### src/rtl/smbx_pkg.sv
package smbx_pkg;
  localparam int unsigned BYTE_W = 8;
  localparam int unsigned ADDR_W = BYTE_W - 1;
  localparam int unsigned BANK_SZ = 3;
  localparam int unsigned NUM_REGS = 2 * BANK_SZ;

  localparam logic [BYTE_W-1:0] CMD_PINS     = 8'h06;
  localparam logic [BYTE_W-1:0] CMD_RESAMPLE = 8'h07;
  localparam logic [BYTE_W-1:0] CMD_SOFTRST  = 8'h08;
  localparam logic [BYTE_W-1:0] CMD_IDENT    = 8'hFE;

  typedef enum logic [2:0] {
    ST_IDLE, ST_ADDR, ST_CMD, ST_WDATA, ST_ACK, ST_TX, ST_MACK, ST_WAIT
  } bus_state_e;

  typedef enum logic [1:0] {
    ACK_ADDR, ACK_CMD, ACK_DATA
  } ack_kind_e;
endpackage

### src/rtl/smbx_sync.sv
module smbx_sync #(
  parameter int unsigned W = 1,
  parameter int unsigned STAGES = 2,
  parameter logic [W-1:0] RST_VAL = '0
) (
  input  logic         clk,
  input  logic         rst_n,
  input  logic [W-1:0] d,
  output logic [W-1:0] q
);
  logic [W-1:0] stg_q [STAGES];

  always_ff @(posedge clk or negedge rst_n) begin
    if (!rst_n) begin
      for (int i = 0; i < int'(STAGES); i++) stg_q[i] <= RST_VAL;
    end else begin
      stg_q[0] <= d;
      for (int i = 1; i < int'(STAGES); i++) stg_q[i] <= stg_q[i-1];
    end
  end

  assign q = stg_q[STAGES-1];
endmodule

### src/rtl/smbx_cond.sv
module smbx_cond (
  input  logic clk,
  input  logic rst_n,
  input  logic scl_s,
  input  logic sda_s,
  output logic scl_rise,
  output logic scl_fall,
  output logic start_evt,
  output logic stop_evt
);
  logic scl_q, sda_q;

  always_ff @(posedge clk or negedge rst_n) begin
    if (!rst_n) begin
      scl_q <= 1'b1;
      sda_q <= 1'b1;
    end else begin
      scl_q <= scl_s;
      sda_q <= sda_s;
    end
  end

  always_comb begin
    scl_rise  = scl_s && !scl_q;
    scl_fall  = !scl_s && scl_q;
    start_evt = scl_s && scl_q && sda_q && !sda_s;
    stop_evt  = scl_s && scl_q && !sda_q && sda_s;
  end
endmodule

### src/rtl/smbx_bus.sv
module smbx_bus
  import smbx_pkg::*;
(
  input  logic              clk,
  input  logic              rst_n,
  input  logic              scl_rise,
  input  logic              scl_fall,
  input  logic              start_evt,
  input  logic              stop_evt,
  input  logic              sda_s,
  input  logic [ADDR_W-1:0] dev_addr,
  input  logic [BYTE_W-1:0] rd_data,
  output logic              sda_oe,
  output logic              cmd_stb,
  output logic              wr_stb,
  output logic [BYTE_W-1:0] rx_byte
);
  localparam int unsigned CNT_W = $clog2(BYTE_W) + 1;
  localparam logic [CNT_W-1:0] LAST_BIT = CNT_W'(BYTE_W);

  bus_state_e       st_q, st_d;
  ack_kind_e        kind_q, kind_d;
  logic [CNT_W-1:0] cnt_q, cnt_d;
  logic [BYTE_W-1:0] sh_q, sh_d;
  logic             rw_q, rw_d;

  always_comb begin
    st_d    = st_q;
    kind_d  = kind_q;
    cnt_d   = cnt_q;
    sh_d    = sh_q;
    rw_d    = rw_q;
    cmd_stb = 1'b0;
    wr_stb  = 1'b0;
    if (start_evt) begin
      st_d  = ST_ADDR;
      cnt_d = '0;
    end else if (stop_evt) begin
      st_d  = ST_IDLE;
      cnt_d = '0;
    end else begin
      case (st_q)
        ST_ADDR, ST_CMD, ST_WDATA: begin
          if (scl_rise && (cnt_q < LAST_BIT)) begin
            sh_d  = {sh_q[BYTE_W-2:0], sda_s};
            cnt_d = cnt_q + 1'b1;
          end else if (scl_fall && (cnt_q == LAST_BIT)) begin
            cnt_d = '0;
            if (st_q == ST_ADDR) begin
              if (sh_q[BYTE_W-1:1] == dev_addr) begin
                st_d   = ST_ACK;
                kind_d = ACK_ADDR;
                rw_d   = sh_q[0];
              end else begin
                st_d = ST_WAIT;
              end
            end else if (st_q == ST_CMD) begin
              st_d   = ST_ACK;
              kind_d = ACK_CMD;
            end else begin
              st_d   = ST_ACK;
              kind_d = ACK_DATA;
            end
          end
        end
        ST_ACK: begin
          if (scl_fall) begin
            case (kind_q)
              ACK_ADDR: begin
                if (rw_q) begin
                  st_d = ST_TX;
                  sh_d = rd_data;
                end else begin
                  st_d = ST_CMD;
                end
              end
              ACK_CMD: begin
                cmd_stb = 1'b1;
                st_d    = ST_WDATA;
              end
              default: begin
                wr_stb = 1'b1;
                st_d   = ST_WAIT;
              end
            endcase
          end
        end
        ST_TX: begin
          if (scl_fall) begin
            sh_d = {sh_q[BYTE_W-2:0], 1'b1};
            if (cnt_q == LAST_BIT - 1'b1) begin
              st_d  = ST_MACK;
              cnt_d = '0;
            end else begin
              cnt_d = cnt_q + 1'b1;
            end
          end
        end
        ST_MACK: begin
          if (scl_fall) st_d = ST_WAIT;
        end
        default: ;
      endcase
    end
  end

  always_ff @(posedge clk or negedge rst_n) begin
    if (!rst_n) begin
      st_q   <= ST_IDLE;
      kind_q <= ACK_ADDR;
      cnt_q  <= '0;
      sh_q   <= '0;
      rw_q   <= 1'b0;
    end else begin
      st_q   <= st_d;
      kind_q <= kind_d;
      cnt_q  <= cnt_d;
      sh_q   <= sh_d;
      rw_q   <= rw_d;
    end
  end

  assign sda_oe  = (st_q == ST_ACK) || ((st_q == ST_TX) && !sh_q[BYTE_W-1]);
  assign rx_byte = sh_q;
endmodule

### src/rtl/smbx_regs.sv
module smbx_regs
  import smbx_pkg::*;
#(
  parameter bit               OUT_RST_HIGH = 1'b0,
  parameter logic [BYTE_W-1:0] ID_CODE     = 8'h4D
) (
  input  logic              clk,
  input  logic              rst_n,
  input  logic              cmd_stb,
  input  logic              wr_stb,
  input  logic [BYTE_W-1:0] rx_byte,
  input  logic              sus_n_s,
  input  logic [BYTE_W-1:0] pin_s,
  input  logic [ADDR_W-1:0] addr_sel_i,
  output logic [ADDR_W-1:0] dev_addr,
  output logic [BYTE_W-1:0] rd_data,
  output logic [BYTE_W-1:0] pin_pull,
  output logic [BYTE_W-1:0] rise_mask,
  output logic [BYTE_W-1:0] fall_mask
);
  localparam int unsigned IDX_W = $clog2(NUM_REGS);
  localparam logic [BYTE_W-1:0] OUT_RST = OUT_RST_HIGH ? '1 : '0;
  localparam logic [BYTE_W-1:0] MAP_TOP = BYTE_W'(NUM_REGS);

  logic [BYTE_W-1:0] regs_q [NUM_REGS];
  logic [BYTE_W-1:0] ptr_q, ptr_d;
  logic [ADDR_W-1:0] addr_q, addr_d;
  logic              samp_q, samp_d;
  logic              soft_rst;
  logic [IDX_W-1:0]  wr_idx;
  logic [IDX_W-1:0]  base;
  logic [BYTE_W-1:0] out_sel;

  always_comb begin
    soft_rst = cmd_stb && (rx_byte == CMD_SOFTRST);
    wr_idx   = (ptr_q < MAP_TOP) ? ptr_q[IDX_W-1:0] : '0;
  end

  for (genvar g = 0; g < int'(NUM_REGS); g++) begin : g_reg
    localparam logic [BYTE_W-1:0] RV = ((g % int'(BANK_SZ)) == 0) ? OUT_RST : '1;
    logic [BYTE_W-1:0] reg_d;
    always_comb begin
      reg_d = regs_q[g];
      if (soft_rst) reg_d = RV;
      if (wr_stb && (wr_idx == IDX_W'(g))) reg_d = rx_byte;
    end
    always_ff @(posedge clk or negedge rst_n) begin
      if (!rst_n) regs_q[g] <= RV;
      else        regs_q[g] <= reg_d;
    end
  end

  always_comb begin
    ptr_d  = ptr_q;
    samp_d = samp_q;
    addr_d = addr_q;
    if (samp_q) begin
      addr_d = addr_sel_i;
      samp_d = 1'b0;
    end
    if (cmd_stb) begin
      ptr_d = rx_byte;
      if ((rx_byte == CMD_RESAMPLE) || (rx_byte == CMD_SOFTRST)) samp_d = 1'b1;
    end
  end

  always_ff @(posedge clk or negedge rst_n) begin
    if (!rst_n) begin
      ptr_q  <= '0;
      samp_q <= 1'b1;
      addr_q <= '0;
    end else begin
      ptr_q  <= ptr_d;
      samp_q <= samp_d;
      addr_q <= addr_d;
    end
  end

  always_comb begin
    if (ptr_q < MAP_TOP)           rd_data = regs_q[ptr_q[IDX_W-1:0]];
    else if (ptr_q == CMD_PINS)    rd_data = pin_s;
    else if (ptr_q == CMD_IDENT)   rd_data = ID_CODE;
    else                           rd_data = '0;
  end

  always_comb begin
    base      = sus_n_s ? '0 : IDX_W'(BANK_SZ);
    out_sel   = regs_q[base];
    rise_mask = regs_q[base + IDX_W'(1)];
    fall_mask = regs_q[base + IDX_W'(2)];
    pin_pull  = ~out_sel;
  end

  assign dev_addr = addr_q;
endmodule

### src/rtl/smbx_expander.sv
module smbx_expander
  import smbx_pkg::*;
#(
  parameter bit               OUT_RST_HIGH = 1'b0,
  parameter logic [BYTE_W-1:0] ID_CODE     = 8'h4D,
  parameter int unsigned      SYNC_STAGES  = 2
) (
  input  logic              clk,
  input  logic              rst_n,
  input  logic              scl_i,
  input  logic              sda_i,
  output logic              sda_oe_o,
  input  logic              sus_n_i,
  input  logic [BYTE_W-1:0] pin_i,
  input  logic [ADDR_W-1:0] addr_sel_i,
  output logic [BYTE_W-1:0] pin_pull_o,
  output logic [BYTE_W-1:0] rise_mask_o,
  output logic [BYTE_W-1:0] fall_mask_o
);
  logic [2:0]        ctl_s;
  logic              scl_s, sda_s, sus_n_s;
  logic [BYTE_W-1:0] pin_s;
  logic              scl_rise, scl_fall, start_evt, stop_evt;
  logic [ADDR_W-1:0] dev_addr;
  logic [BYTE_W-1:0] rd_data, rx_byte;
  logic              cmd_stb, wr_stb;

  smbx_sync #(.W(3), .STAGES(SYNC_STAGES), .RST_VAL(3'b111)) u_ctl_sync (
    .clk(clk), .rst_n(rst_n), .d({sus_n_i, scl_i, sda_i}), .q(ctl_s)
  );
  assign {sus_n_s, scl_s, sda_s} = ctl_s;

  smbx_sync #(.W(BYTE_W), .STAGES(SYNC_STAGES), .RST_VAL('0)) u_pin_sync (
    .clk(clk), .rst_n(rst_n), .d(pin_i), .q(pin_s)
  );

  smbx_cond u_cond (
    .clk(clk), .rst_n(rst_n), .scl_s(scl_s), .sda_s(sda_s),
    .scl_rise(scl_rise), .scl_fall(scl_fall),
    .start_evt(start_evt), .stop_evt(stop_evt)
  );

  smbx_bus u_bus (
    .clk(clk), .rst_n(rst_n), .scl_rise(scl_rise), .scl_fall(scl_fall),
    .start_evt(start_evt), .stop_evt(stop_evt), .sda_s(sda_s),
    .dev_addr(dev_addr), .rd_data(rd_data), .sda_oe(sda_oe_o),
    .cmd_stb(cmd_stb), .wr_stb(wr_stb), .rx_byte(rx_byte)
  );

  smbx_regs #(.OUT_RST_HIGH(OUT_RST_HIGH), .ID_CODE(ID_CODE)) u_regs (
    .clk(clk), .rst_n(rst_n), .cmd_stb(cmd_stb), .wr_stb(wr_stb),
    .rx_byte(rx_byte), .sus_n_s(sus_n_s), .pin_s(pin_s),
    .addr_sel_i(addr_sel_i), .dev_addr(dev_addr), .rd_data(rd_data),
    .pin_pull(pin_pull_o), .rise_mask(rise_mask_o), .fall_mask(fall_mask_o)
  );
endmodule

### config.mk
export PLATFORM = sky130hd
export DESIGN_NAME = smbx_expander
export DESIGN_NICKNAME = d
export VERILOG_FILES = /design/src/rtl/smbx_pkg.sv /design/src/rtl/smbx_sync.sv /design/src/rtl/smbx_cond.sv /design/src/rtl/smbx_bus.sv /design/src/rtl/smbx_regs.sv /design/src/rtl/smbx_expander.sv
export SDC_FILE = /design/constraint.sdc
export NUM_CORES = 1
export LEC_CHECK = 0
export BUFFER_PORTS_ARGS = -buffer_cell sky130_fd_sc_hd__buf_2
export CELL_PAD_IN_SITES_DETAIL_PLACEMENT = 1
export CELL_PAD_IN_SITES_GLOBAL_PLACEMENT = 2
export CORE_MARGIN = 2
export CORE_UTILIZATION = 35
export DETAILED_ROUTE_END_ITERATION = 12
export PLACE_DENSITY = 0.73
export SETUP_SLACK_MARGIN = 0.5
export SYNTH_ARGS = -nofsm -noshare
export SYNTH_HDL_FRONTEND = slang
export SYNTH_SLANG_ARGS = --single-unit
### constraint.sdc
create_clock -name clk -period 1.9 [get_ports clk]
set_clock_uncertainty 0.2 [all_clocks]
set_input_delay 0.19 -clock clk [delete_from_list [all_inputs] [get_ports clk]]
set_output_delay 0.19 -clock clk [all_outputs]
set_load 0.02 [all_outputs]
==> out/qor.csv, run 1 <==
stage;metric;value;unit
status;status;complete, but fails checks;
status;violations;negative setup slack;
drt;ant_nets;0;
cells_and_area;fillers;1484;
timing;fin_crit_sh;113;%
floorplan;io_pins;45;
cts;clock_latency;0.36;ns
worst_setup_path;path_delay_family;flip-flops;
worst_setup_path;crit_required;1.51;ns
synth;syn_area;5330;um^2
timing;rsz0062_at_grt;yes;
cells_and_area;antenna_cells;0;
run;drv_cap;0;
floorplan;die_area;16200;um^2
synth;yosysWarningCount;0;
drt;drtIter0Drc;211;
grt;antenna_found_initial;0;
worst_setup_path;critPathMaxFanout;6;
floorplan;initial_core_util;35.5;%
timing;setup_violations;95;
worst_setup_path;crit_arrival;1.75;ns
power;ir_drop;470;uV
grt;grt_overflow;0;
cts;path_clk_slew;0.08;ns
power;p_leak;3.56;nW
cts;cts_root_buffer;clkbuf_16;
synth;syn_nets;530;
synth;synth_top_area_share;30.5;%
timing;hold_viol_final;0;
synth;synth_top_cell_by_area;dfrtp_1;
worst_setup_path;crit_type;reg -> out;
cells_and_area;syn_to_final_growth;60.3;%
power;total_power;6.01;mW
cts;cts_buffers;9;
hold_path;hold_class;reg -> reg;
synth;async_reset_ff_share;100;%
worst_setup_path;cp_num_buf_inv;2;
power;powerDensity;703;nW/um^2
floorplan;die_w;127;um
timing;fin_setup_tns;-12.91;ns
synth;synth.avg_cell_area;10.5;um^2
drt;top_layer;met4;
cells_and_area;final_area;8540;um^2
synth;ys_seq_elements;106;
placed_design;dp_hpwl;10.7;mm
synth;ys_top_cells_by_area;dfrtp_1, dfstp_2, mux2_2, nand2_1, nor2_1;
synth;synth-edff-count;0;
cells_and_area;nets;684;
floorplan;die_h;127;um
timing;max_slew_margin;60.6;%
grt;grt_pass1_wl;28.2;mm
placed_design;dpl-instance-area;6340;um^2
placed_design;port_buffers;44;
timing;max_freq;0.468;GHz
timing;final.min_clock_period;2.14;ns
synth;yosys_most_used_dff;dfrtp_1;
worst_setup_path;end_kind;output pin;
floorplan;rows;45;
worst_setup_path;cp-start-kind;flop;
grt;grt_max_degree;107;
drt;dr_total_vias;4658;
drt;remaining_drc_errors;0;
synth;syn_inst;508;
timing;slew_viol_final;0;
drt;wl_met1;8.53;mm
synth;synth.yosys.seq_area_share;50.7;%
floorplan;core_area;15000;um^2
grt;grt_pass1_vias;5041;
synth;synth.distinct_cells;61;
drt;vias_per_cell;5.45;
cells_and_area;drive_gt1_share;63.4;%
cts;clock_path_buffers;2;
grt;grt_use_total;22.8;%
drt;wl_met3;680;um
timing;tightest_slew;0.591;ns
worst_setup_path;crit_slowest_cell;dfstp_2;
worst_setup_path;rrSetupSlack;-0.19;ns
cts;clock_sinks;106;
placed_design;preCtsSetupSlack;-0.165;ns
cts;htree_levels;3;
drt;drt_first_pass_iters;4;
timing;fin_ws;-0.238;ns
drt;wl;18.6;mm
drt;wl_per_cell;21.8;um
cts;cts_tree;built;
placed_design;place_congestion;0.856;
worst_setup_path;slowest_delay;0.70;ns
drt;wl_met2;9.09;mm
worst_setup_path;path_cells;clkbuf_16, mux2_4, buf_6;
sequential cells by signal (all words and copies together), names as in the netlist, 2 cells and up:
name and flops:
u_regs.regs_q 48, u_bus.rx_byte 8, u_pin_sync.q 8, u_pin_sync.stg_q 8, u_regs.ptr_q 8, u_regs.dev_addr 7, u_bus.cnt_q 4, u_bus.st_q 3
u_ctl_sync.q 3, u_ctl_sync.stg_q 3, u_bus.kind_q 2
worst paths after layout:
check | end | from | cells past startpoint
worst min register to register | u_ctl_sync.q[1] | u_ctl_sync.stg_q[4] | 0
worst min-delay path | u_ctl_sync.q[1] | u_ctl_sync.stg_q[4] | 0
worst max register to register | u_regs.regs_q[37] | u_cond.scl_q | 9
worst max-delay path | rise_mask_o[4] | u_ctl_sync.q[2] | 3
min in group asynchronous | u_regs.regs_q[22] | rst_n | 3
max in group asynchronous | u_regs.ptr_q[0] | rst_n | 3
per-layer routing:
metal	track usage (%)	vias to the layer above
met3	3.69	20
met4	6.66	0
li1	-	2113
met5	0	-
met1	30.8	2436
met2	37.9	89
kinds of logic (layout without fill, tap and decap cells):
group,Yosys count,count (layout),synth area share (%)
compound gates,109,109,12.4
xor+xnor,8,8,1.31
fa+ha+maj,2,2,0.469
buf+inv,46,205,4.34
flops,106,106,50.7
mux,56,56,12.9
simple gates,181,181,17.8
worst reg2reg max path, cell delays in order, from the launching register on:
cell and delay [ns]:
dfstp_2 0.54, nor2b_4 0.19, buf_6 0.14, nand4_4 0.12, buf_6 0.15, nor3_4 0.16
buf_6 0.17, buf_16 0.17, nor2_4 0.05, a21oi_2 0.13
cells in the mapped netlist, drive strengths merged (2+ instances only):
cell and number:
and2 2, o31ai 3, and3 2, dfrtp 65, buf 25, clkbuf 12
dfstp 41, nand2 68, ha 2, nand4 6, o211ai 6, nor3b 4
nor4 8, nor2b 5, o22ai 5, mux2 33, mux4 7, nand2b 6
a21oi 26, o31a 2, mux2i 16, xor2 4, nand4b 2, nand3 10
xnor2 4, o221ai 3, a41oi 2, inv 9, a31oi 9, a211oi 2
or3 2, nor3 4, nor2 58, o21ai 40, o2111ai 4
metrics by stage:
stage / utilization, % / instances / hold slack [ns]
floorplan: - / 508 / -0.306
global placement: 42.2 / 762 / 0.0958
detailed placement: 42.2 / 762 / 0.0964
CTS: 52.9 / 844 / 0.150
global route: 56.8 / 855 / 0.158
finish: 56.8 / 855 / 0.147
report_power, final:
part / internal [mW] / switching (mW)
Sequential: 2.41 / 0.134
Clock: 0.897 / 0.902
Combinational: 0.715 / 0.951
Total: 4.02 / 1.99
layout by cell type (no fill, tap or decap), types with 15 or more instances in the layout:
cell / netlist / routed
dfrtp_1: 65 / 63
buf_4: 4 / 60
buf_6: 3 / 53
dfstp_2: 41 / 41
nand2_1: 67 / 36
nor2_1: 58 / 28
o21ai_2: 0 / 24
a21oi_2: 1 / 21
mux2_4: 0 / 20
nand2_2: 1 / 19
dlygate4sd3_1: 0 / 19
nor2_4: 0 / 18
buf_2: 16 / 18
buf_12: 0 / 15
timing repair:
item / 4_1_cts / 5_1_grt
pin swaps: 56 / 41
buffers inserted: 39 / 7
endpoints found under the setup margin: 100 / 100
endpoints found under the hold margin: 83 / 0
gates cloned: 8 / 4
hold buffers: 19 / 0
gates resized for setup: 181 / 114
cell type report:
type	instances	area, um^2	area share [%]
multi-input combinational	356	3320	38.8
timing repair buffer	180	1980	23.1
sequential	106	2710	31.7
inverter	9	33.8	0.395
clock buffer	9	225	2.64
clock inverter	7	51.3	0.600
tap	188	235	2.75
Note: power is estimated with default switching activity, not from simulation.
==> inputs of run 2 (changes only) <==
--- a/config.mk
+++ b/config.mk
@@ -5,7 +5,7 @@
 export SDC_FILE = /design/constraint.sdc
 export NUM_CORES = 1
 export LEC_CHECK = 0
-export BUFFER_PORTS_ARGS = -buffer_cell sky130_fd_sc_hd__buf_2
+export BUFFER_PORTS_ARGS = -buffer_cell sky130_fd_sc_hd__buf_4
 export CELL_PAD_IN_SITES_DETAIL_PLACEMENT = 1
 export CELL_PAD_IN_SITES_GLOBAL_PLACEMENT = 2
 export CORE_MARGIN = 2
==> run 2 against run 1 <==
Effect of this change: the run still ends with negative setup slack left; final cell count is 0.70% lower; fmax grew 2.1%; largest power group unchanged; largest cell class unchanged; first-iteration DRC count grew 18%.
==> out/qor.csv, run 2 (synthesis results as in run 1) <==
stage;metric;value;unit;change
worst_setup_path;path_common_cell;buf_4;;
worst_setup_path;crit_slowest_cell;dfstp_2;;
floorplan;io_pins;45;;unchanged
power;ir_drop;536;uV;+14%
timing;fin_ws;-0.194;ns;+0.0443 ns
drt;drtIter0Drc;248;;+18%
status;violations;negative setup slack;;
cells_and_area;largest_register_ffs;48;;unchanged
power;total_power;6.26;mW;+4.3%
cells_and_area;syn_to_final_growth;58.8;%;
drt;dr_total_vias;4657;;-0.021%
power;powerDensity;740;nW/um^2;+5.3%
timing;final.min_clock_period;2.09;ns;-0.0443 ns
drt;ant_nets;0;;unchanged
floorplan;die_area;16200;um^2;unchanged
grt;grt_max_degree;34;;-68%
cells_and_area;antenna_cells;0;;unchanged
worst_setup_path;path_cells;nor2b_4, buf_4, buf_6, a41oi_2, o21ai_2, buf_4, buf_4, a211oi_2;;
grt;grt_pass1_vias;4778;;-5.2%
cells_and_area;layout_common_cells;buf_4, dfrtp_1, nand2_1, buf_6, dfstp_2;;
floorplan;rows;45;;unchanged
floorplan;die_w;127;um;unchanged
worst_setup_path;critPathCapture;u_bus.cnt_q[0];;
worst_setup_path;rrSetupSlack;-0.19;ns;about the same
cells_and_area;fillers;1509;;+1.7%
worst_setup_path;setup.worst_path.start;u_ctl_sync.q[1];;
worst_setup_path;r2r_start;u_ctl_sync.q[1];;
drt;vias_per_cell;5.49;;+0.69%
timing;tightest_slew;0.458;ns;-0.133 ns
placed_design;dpl-instance-area;6490;um^2;+2.4%
grt;antenna_found_initial;0;;unchanged
cts;cts_tree;built;;
floorplan;core_area;15000;um^2;unchanged
hold_path;hold_class;in -> async;;
timing;slew_viol_final;0;;unchanged
cts;clock_latency;0.36;ns;about the same
placed_design;port_buffers;44;;unchanged
worst_setup_path;crit_arrival;2.16;ns;+0.41 ns
grt;grt_use_total;22.5;%;-0.31 points
status;status;complete, but fails checks;;
grt;grt_overflow;0;;unchanged
placed_design;preCtsSetupSlack;-0.137;ns;+0.0282 ns
timing;hold_viol_final;0;;unchanged
timing;fin_crit_sh;110;%;-2.3 points
worst_setup_path;reg2reg_to;u_bus.cnt_q[0];;
placed_design;dp_hpwl;11.3;mm;+5.2%
worst_setup_path;crit_required;1.97;ns;+0.46 ns
timing;max_slew_margin;69.4;%;+8.9 points
cts;clock_path_buffers;2;;unchanged
cells_and_area;largest_register;u_regs.regs_q;;
timing;max_freq;0.478;GHz;+2.1%
grt;grt_pass1_wl;27.6;mm;-2.1%
floorplan;initial_core_util;35.5;%;unchanged
placed_design;place_congestion;0.889;;+3.8%
worst_setup_path;cp-start-kind;flop;;
cts;clock_sinks;106;;unchanged
worst_setup_path;crit_type;reg -> reg;;
worst_setup_path;slowest_delay;0.62;ns;-0.08 ns
cts;cts_buffers;9;;unchanged
cts;htree_levels;3;;unchanged
drt;wl_per_cell;22.5;um;+3.1%
cells_and_area;final_area;8460;um^2;-0.97%
timing;rsz0062_at_grt;yes;;
cts;cts_root_buffer;clkbuf_16;;
worst_setup_path;rr_worst_depth;8;;-1
drt;remaining_drc_errors;0;;unchanged
drt;drt_first_pass_iters;4;;unchanged
cells_and_area;drive_gt1_share;61.0;%;-2.5 points
run;drv_cap;0;;unchanged
cells_and_area;nets;678;;-0.88%
cts;path_clk_slew;0.07;ns;about the same
worst_setup_path;end_kind;flop;;
cells_and_area;final_common_cell;buf_4;;
worst_setup_path;critPathMaxFanout;6;;unchanged
timing;setup_violations;86;;-9.5%
drt;wl;19.1;mm;+2.3%
floorplan;die_h;127;um;unchanged
power;p_leak;3.51;nW;-1.2%
run 2: changes by cell type in the layout (fill, tap and decap cells not counted), moves of 4 or more:
cell       change
buf_6          -9
nand2_1        +8
o21ai_2        -7
nor2_4         +4
clkbuf_16      +4
nand2_4       -11
buf_4         +25
buf_2         -18
o21ai_1        +7
run 2: cell type report:
cell class / count / area, um^2 / share of cell area (%)
multi-input combinational: 356 / 3280 / 38.7
inverter: 9 / 33.8 / 0.399
clock inverter: 3 / 43.8 / 0.518
timing repair buffer: 174 / 1880 / 22.3
sequential: 106 / 2710 / 32.0
clock buffer: 13 / 283 / 3.34
tap: 188 / 235 / 2.78
run 2: worst min-delay path by stage:
stage                     startpoint           endpoint  slack [ns]  cells after the start
after global placement         rst_n  u_regs.regs_q[42]       -0.03                      1
final                          rst_n  u_regs.regs_q[18]        0.12                      2
after floorplan                rst_n     u_bus.cnt_q[0]       -0.31                      0
after CTS                      rst_n  u_regs.regs_q[18]        0.13                      2
after detailed placement       rst_n  u_regs.regs_q[18]       -0.03                      1
after global routing           rst_n  u_regs.regs_q[40]        0.15                      2
run 2: where the power goes:
group | internal [mW] | leakage, nW | switching (mW)
clock | 1.18 | 0.160 | 0.865
sequential | 2.41 | 1.25 | 0.140
combinational | 0.718 | 2.10 | 0.949
total | 4.31 | 3.51 | 1.95
run 2: metrics by stage:
stage	hold WS [ns]	utilization [%]	TNS [ns]	std cells
2_1_floorplan	-0.306	-	-1.21	508
3_3_place_gp	-0.0306	43.2	-3.56	766
3_5_place_dp	-0.0307	43.2	-5.13	766
4_1_cts	0.129	51.9	-6.96	826
5_1_grt	0.148	56.3	-14.45	849
6_report	0.118	56.3	-9.18	849
run 2: critical path, delay by kind of cell (launching register included):
| family | cells | cell delay (ns) |
|---|---|---|
| buffers and inverters | 4 | 0.55 |
| and+or+nand+nor | 1 | 0.08 |
| DFF | 1 | 0.62 |
| AOI/OAI and AO/OA | 3 | 0.56 |
run 2: metal layers:
metal / vias up / share of wire [%] / GRT usage [%]
li1: 2099 / - / -
met4: 0 / 1.2 / 5.24
met2: 89 / 50 / 36.2
met5: - / 0 / 0
met3: 17 / 3.3 / 4.73
met1: 2452 / 46 / 31.3
run 2: timing repair:
| action | 4_1_cts | 5_1_grt |
|---|---|---|
| setup endpoints to repair | 100 | 100 |
| gates cloned | 5 | 5 |
| hold endpoints to repair | 73 | 0 |
| pin swaps | 42 | 48 |
| resized for setup | 138 | 102 |
| hold buffers | 19 | 0 |
| setup buffers | 20 | 18 |
